$ cat config.mk
export PLATFORM = sky130hd
export DESIGN_NAME = j1850_txctl
export DESIGN_NICKNAME = d
export VERILOG_FILES = /design/src/rtl/j1850_txctl.sv
export SDC_FILE = /design/constraint.sdc
export NUM_CORES = 1
export LEC_CHECK = 0
export CAP_MARGIN = 20
export CORE_MARGIN = 2
export CORE_UTILIZATION = 40
export DETAILED_ROUTE_END_ITERATION = 6
export HOLD_SLACK_MARGIN = 0.12
export PLACE_DENSITY = 0.75
export REMOVE_ABC_BUFFERS = 1
export SYNTH_ARGS = -nofsm -noshare
export SYNTH_HDL_FRONTEND = slang
export SYNTH_SLANG_ARGS = --single-unit
$ cat constraint.sdc
create_clock -name clk -period 1.2 [get_ports clk]
set_input_delay 0.24 -clock clk [delete_from_list [all_inputs] [get_ports clk]]
set_output_delay 0.24 -clock clk [all_outputs]
set_load 0.01 [all_outputs]
$ cat src/rtl/j1850_txctl.sv
module j1850_txctl #(
  parameter int DW = 8
) (
  input  logic          clk,
  input  logic          rst_n,
  input  logic          wr_en,
  input  logic [7:0]    wr_data,
  output logic [7:0]    rd_data,
  input  logic          dat_wr,
  input  logic [DW-1:0] dat_in,
  input  logic          byte_done,
  input  logic          crc_bit,
  input  logic          eod_seen,
  input  logic          bus_err,
  output logic          tx_busy,
  output logic          tx_crc,
  output logic [DW-1:0] tx_byte,
  output logic          tdre,
  output logic [2:0]    ifr_sel,
  output logic          nb_val,
  output logic          rx_fast
);

  logic [2:0]    ifr_raw;
  logic          eod, nbfs, rx4x;
  logic [DW-1:0] sh_q, sd_q;
  logic          sh_full, sd_full, sh_crc, crc_pend;

  function automatic logic [2:0] prio(input logic [2:0] r);
    prio = r[2] ? 3'b100 : r[1] ? 3'b010 : r[0] ? 3'b001 : 3'b000;
  endfunction

  assign ifr_sel = prio(ifr_raw);
  wire in_ifr    = |ifr_raw;
  wire crc_use   = ~in_ifr | ifr_sel[1];
  wire [2:0] w_sel = prio(wr_data[2:0]);
  wire crc_use_w = ~(|wr_data[2:0]) | w_sel[1];
  wire eod_set   = wr_en & wr_data[3] & ~rx4x;
  wire take_in   = dat_wr & ~rx4x & ~sd_full;
  wire sh_free   = ~sh_full | byte_done;

  assign nb_val  = nbfs ? ~crc_use : crc_use;
  assign tdre    = ~sd_full & ~eod & ~rx4x;
  assign tx_busy = sh_full;
  assign tx_crc  = sh_crc;
  assign tx_byte = sh_crc ? '0 : sh_q;
  assign rx_fast = rx4x;
  assign rd_data = {2'b00, rx4x, nbfs, eod, ifr_raw};

  always_ff @(posedge clk) begin
    if (!rst_n) begin
      ifr_raw <= '0;
      nbfs    <= 1'b0;
      rx4x    <= 1'b0;
    end else if (wr_en) begin
      ifr_raw <= wr_data[2:0];
      nbfs    <= wr_data[4];
      rx4x    <= wr_data[5];
    end
  end

  always_ff @(posedge clk) begin
    if (!rst_n)                               eod <= 1'b0;
    else if (bus_err)                         eod <= 1'b0;
    else if (eod_set)                         eod <= 1'b1;
    else if (eod && !in_ifr && crc_bit && sh_crc) eod <= 1'b0;
    else if (eod && in_ifr && eod_seen)       eod <= 1'b0;
  end

  always_ff @(posedge clk) begin
    if (!rst_n || bus_err) begin
      sh_q     <= '0;
      sd_q     <= '0;
      sh_full  <= 1'b0;
      sd_full  <= 1'b0;
      sh_crc   <= 1'b0;
      crc_pend <= 1'b0;
    end else begin
      if (sh_free) begin
        if (sd_full) begin
          sh_q    <= sd_q;
          sh_full <= 1'b1;
          sh_crc  <= 1'b0;
          sd_full <= take_in;
          if (take_in) sd_q <= dat_in;
        end else if (crc_pend && !rx4x) begin
          sh_full  <= 1'b1;
          sh_crc   <= 1'b1;
          crc_pend <= 1'b0;
          sd_full  <= take_in;
          if (take_in) sd_q <= dat_in;
        end else if (take_in) begin
          sh_q    <= dat_in;
          sh_full <= 1'b1;
          sh_crc  <= 1'b0;
        end else begin
          sh_full <= 1'b0;
          sh_crc  <= 1'b0;
        end
      end else if (take_in) begin
        sd_q    <= dat_in;
        sd_full <= 1'b1;
      end
      if (eod_set && crc_use_w) crc_pend <= 1'b1;
    end
  end

  assert_sel_onehot_R9: assert property (@(posedge clk) disable iff (!rst_n)
    $onehot0(ifr_sel));

  assert_eod_drops_tdre_R5: assert property (@(posedge clk) disable iff (!rst_n)
    (wr_en && wr_data[3] && !rx_fast && !bus_err) |=> !tdre);

  assert_shadow_before_crc_R4: assert property (@(posedge clk) disable iff (!rst_n)
    (byte_done && tx_busy && sd_full && !bus_err) |=> (tx_busy && !tx_crc));

  assert_fast_idle_R2: assert property (@(posedge clk) disable iff (!rst_n)
    (rx_fast && !tx_busy) |=> !tx_busy);

  assert_err_flush_R8: assert property (@(posedge clk) disable iff (!rst_n)
    bus_err |=> (!tx_busy && !rd_data[3]));

endmodule

# After elaboration in Yosys (flattened, before gate mapping)
# Cells that the tools add are included.
[totals] regBits=26 wordCells=82 output_inout_bits=24
[op_classes] n_eq_ne=3 mux=31 n_bitwise=17 n_reduce_logical=21
[op_table] op="8-bit two-way mux" n=8
[op_table] op="1-bit two-way mux" n=19
[op_table] op="1-bit NOT" n=8
[op_table] op="2-bit nonzero test" n=4
[op_table] op="1-bit logical AND" n=7
[op_table] op="1-bit AND" n=6
[op_table] op="2-bit two-way mux" n=3
[op_table] op="3-bit AND reduction" n=2
[op_table] op="3-bit OR reduction" n=2
[op_table] op="1-bit zero test" n=3
[op_table] op="3-bit two-way mux" n=1
[op_table] op="3-bit by 2-bit inequality test with 1-bit output (second input constant)" n=1
[op_table] op="1-bit OR" n=3
[op_table] op="3-bit nonzero test" n=1
[op_table] op="2-bit by 1-bit inequality test with 1-bit output (second input constant)" n=1
[op_table] op="2-bit inequality test (second input constant)" n=1
[op_table] op="2-bit OR reduction" n=1
[op_table] op="1-bit logical OR" n=1

# Longest topological paths before layout
[logic_depth] depth_word=7 ltp_mapped=5 mapped_depth_nobuf=3

# Worst setup path after synthesis
# Ideal clock, no wire load.
[synth_timing] path_type="reg2out" start="register ifr_raw[1]" end="output port nb_val" arrival_time_ns=0.896 setup_slack_ns=0.064 path_stages_with_launch=4 path_cell_list="dfxtp_1 inv_1 a21oi_1 xor2_1"
[synth_via] elab_chain_len=5 word_cells_on_any_way=7 cone_classes="mux: 3; bitwise: 3; reduce/logical: 1"
[synth_rtl] element="start, declared" line_no="24" text="logic [2:0] ifr_raw;"
[synth_rtl] element="start signal, assigned" line_no="56" text="ifr_raw <= wr_data[2:0];"
[synth_rtl] element="2-bit two-way mux / 3-bit OR reduction (equally long branches)" line_no="30, 34"
[synth_rtl] element="3-bit two-way mux / 1-bit NOT (equally long branches)" line_no="30, 35"
[synth_rtl] element="1-bit OR *" line_no="35" text="wire crc_use = ~in_ifr | ifr_sel[1];"
[synth_rtl] element="1-bit NOT" line_no="42" text="assign nb_val = nbfs ? ~crc_use : crc_use;"
[synth_rtl] element="1-bit two-way mux *" line_no="42"
[synth_rtl] element="end, declared" line_no="20" text="output logic nb_val,"
# Mark *: on every way between the ends. The rest lies on a longest branch, timed or not.

# Final worst setup path
# Same ends and word-level chain as after synthesis.

==> metrics.md <==
| Metric | Value |
|---|---|
| Status | `complete, but fails checks` |
| Violated checks | `negative setup slack` |
| Startpoint types | `register` |
| Class of the worst hold path | `reg2reg` |
| Initial Util | `41.1%` |
| Sequential fraction of the synthesis area | `38.6%` |
| Layout Nets | `235` |
| Share of total power in the clock network | `25.0%` |
| Post-synthesis register bit count | `26` |
| Max Slew Vio Count | `0` |
| I/O Pins | `48` |
| Seq pwr share | `51.6%` |
| Worst Path Required | `0.96 ns` |
| Hold-fix buffers, CTS | `0` |
| DRT iter0 DRCs | `23` |
| Multi-input gate area | `762 um^2` |
| CP Capture Type | `output port` |
| Netlist cell types | `28` |
| Yosys top cell by area | `dfxtp_1` |
| Diodes inserted | `0` |
| Leak | `0.885 nW` |
| Max-capacitance violation count | `0` |
| Final Critical Period | `1.41 ns` |
| P_sw | `438 uW` |
| Sw Share | `25.0%` |
| Layout cells sized above 1 | `39.5%` |
| Post-synth EDFFs | `0` |
| Detailed placement HPWL | `2400 um` |
| Clk Latency, worst-skew pair | `0.32 ns` |
| Worst-path clk slew | `0.13 ns` |
| Global Route Usage Sum | `18.6%` |
| Worst clock skew | `0.00255 ns` |
| Gr ovfl total | `0` |
| P_int | `1.31 mW` |
| # DRC | `0` |
| Synth Instances | `148` |
| CTS tree | `done` |
| Hold_ws | `0.466 ns` |
| Vias | `1,237` |
| RSZ-0062 raised after global routing | `yes` |
| Synth top area cells | `dfxtp_1 39%, mux2i_1 16%, nand2_1 9.5%` |
| Synthesis Warnings | `0` |
| Final wirelength | `3490 um` |
| Period utilization | `117%` |
| First-pass GRT wire length | `5230 um` |
| Worst EP arrival | `1.17 ns` |
| Post-synth top cells | `34 x nand2_1, 26 x dfxtp_1, 21 x mux2i_1, 14 x nor2b_1` |
| Async SR Flop Fraction | `0%` |
| H-tree levels | `1` |
| Hold Fails Final Rpt | `0` |
| Power Density | `839 nW/um^2` |
| Maximum number of pins on one net before global-route repair | `33` |
| Die area | `3860 um^2` |
| Core Rows | `21` |
| Routed Antenna Nets | `0` |
| Sequential standard cell area | `542 um^2` |
| Fillcell total | `285` |
| CP Cell Sequence | `inv_2 > a21oi_2 > xor2_1 > buf_2` |
| CP Class | `reg2out` |
| CTS buffer count | `3` |
| Vias per Instance | `4.83` |
| Synth-to-Final Area Change | `54.5%` |
| Final setup fails | `15` |
| Worst slack at placement | `-0.319 ns` |
| Gpl congestion | `0.713` |
| Combinational cell fraction of total power | `23.4%` |
| Setup WS post-layout | `-0.208 ns` |
| Peak VDD IR | `0.000707 V` |
| Clock Sinks | `26` |
| CP max-delay cell | `dfxtp_2` |
| IO buf count | `43` |
| Setup tns final | `-1.45 ns` |
| Root Buffer | `clkbuf_4` |
| CTS Buffer Depth | `2` |
| Crit-path max FO | `2` |
| Initial antenna violation count | `0` |
| Tot Pwr | `1.75 mW` |
| Synthesized area per cell | `9.12 um^2` |
| DIE HEIGHT | `62.1 um` |
| Top-count cell post-synth | `nand2_1` |
| Top_reg_cell synth | `dfxtp_1` |
| Core area | `3280 um^2` |
| Slowest cell delay on critical path | `0.36 ns` |
| Vias in the first global route | `1,204` |
| Synth Cell Area | `1350 um^2` |
| Wire per inst | `13.6 um` |
| Cells after DPL | `244` |
| Die X | `62.1 um` |
| Final std cells w/o fill | `256` |
| Fmax | `710 MHz` |
| DR pass1 iterations | `4` |
| Share of the synthesized area in the top cell type | `38.6%` |
## worst max-delay path, delay by kind of cell, from the launching register on
kind / cells / cell delay [ns]
compound gates: 1 / 0.12
xor+xnor: 1 / 0.17
buf+inv: 2 / 0.19
flops: 1 / 0.36
## layer usage
metal	global-route usage, %	routed length, um
met2	35.7	1850
met4	9.73	74
met1	19.1	1320
met5	0	0
met3	2.90	243
## path summary, 6_finish.rpt
| path | startpoint | endpoint | slack (ns) | depth (start not counted) |
|---|---|---|---|---|
| worst max-delay path | ifr_raw[1] | nb_val | -0.21 | 4 |
| worst min-delay path | sh_q[6] | sh_q[6] | 0.47 | 2 |
| worst max register to register | ifr_raw[2] | eod | -0.11 | 5 |
| worst min register to register | sh_q[6] | sh_q[6] | 0.47 | 2 |
## through the flow
step,util [%],area (um^2)
2_1_floorplan,-,1240
3_3_place_gp,57.9,1900
3_5_place_dp,57.9,1900
4_1_cts,61.0,2000
5_1_grt,63.5,2090
6_report,63.5,2090
## flip-flops by register name (all words and copies together) (netlist names)
name,count
sd_q,8
sh_q,8
ifr_raw,3
crc_pend,1
eod,1
nbfs,1
rx_fast,1
sd_full,1
tx_busy,1
tx_crc,1
## power groups by stage
stage,clock [mW],sequential [mW],combinational (mW)
6_report,0.438,0.904,0.409
5_1_grt,0.496,0.908,0.442
4_1_cts,0.456,0.906,0.390
3_5_place_dp,0,0.924,0.380
3_3_place_gp,0,0.922,0.370
2_1_floorplan,0,0.935,0.139
## placed cells by master, fill, tap and decap left out, drive strengths merged
cell	synthesis	routed
mux2i	21	21
o31ai	2	2
o211a	1	1
nand2	34	34
conb	1	2
dfxtp	26	26
nand3	1	1
nor3b	2	2
a21oi	6	6
or3	1	1
mux2	8	8
nor2b	15	15
clkdlybuf4s15	0	1
xor2	1	1
o21ai	2	2
nor3	2	2
inv	4	4
buf	13	48
a31oi	1	1
nand3b	1	1
clkdlybuf4s50	0	21
a211o	1	1
nor2	2	2
clkbuf	0	4
nand2b	2	2
o211ai	1	1
## cells by family after synthesis
kind of cell / after synthesis / share of synthesized area [%]
and+or+nand+nor: 60 / 21.7
DFF: 26 / 38.6
AOI/OAI and AO/OA: 14 / 7.32
buffers and inverters: 17 / 9.27
xor gates and xnor gates: 1 / 0.649
other: 1 / 0.278
muxes: 29 / 22.2
## layout make-up
type | instances | share of cell area (%)
well taps | 46 | 2.76
repair buffers | 70 | 32.3
flip-flops and latches | 26 | 26.0
inverters | 4 | 0.720
clock buffers | 4 | 1.74
multi-input cells | 106 | 36.5
## timing repair
action                     in CTS  in global routing
pin swaps                       9                  7
gates cloned                    1                  1
setup buffers                   5                  1
resized for setup             116                 19
setup endpoints to repair      39                 38
Power figures use the tool's default switching activity.
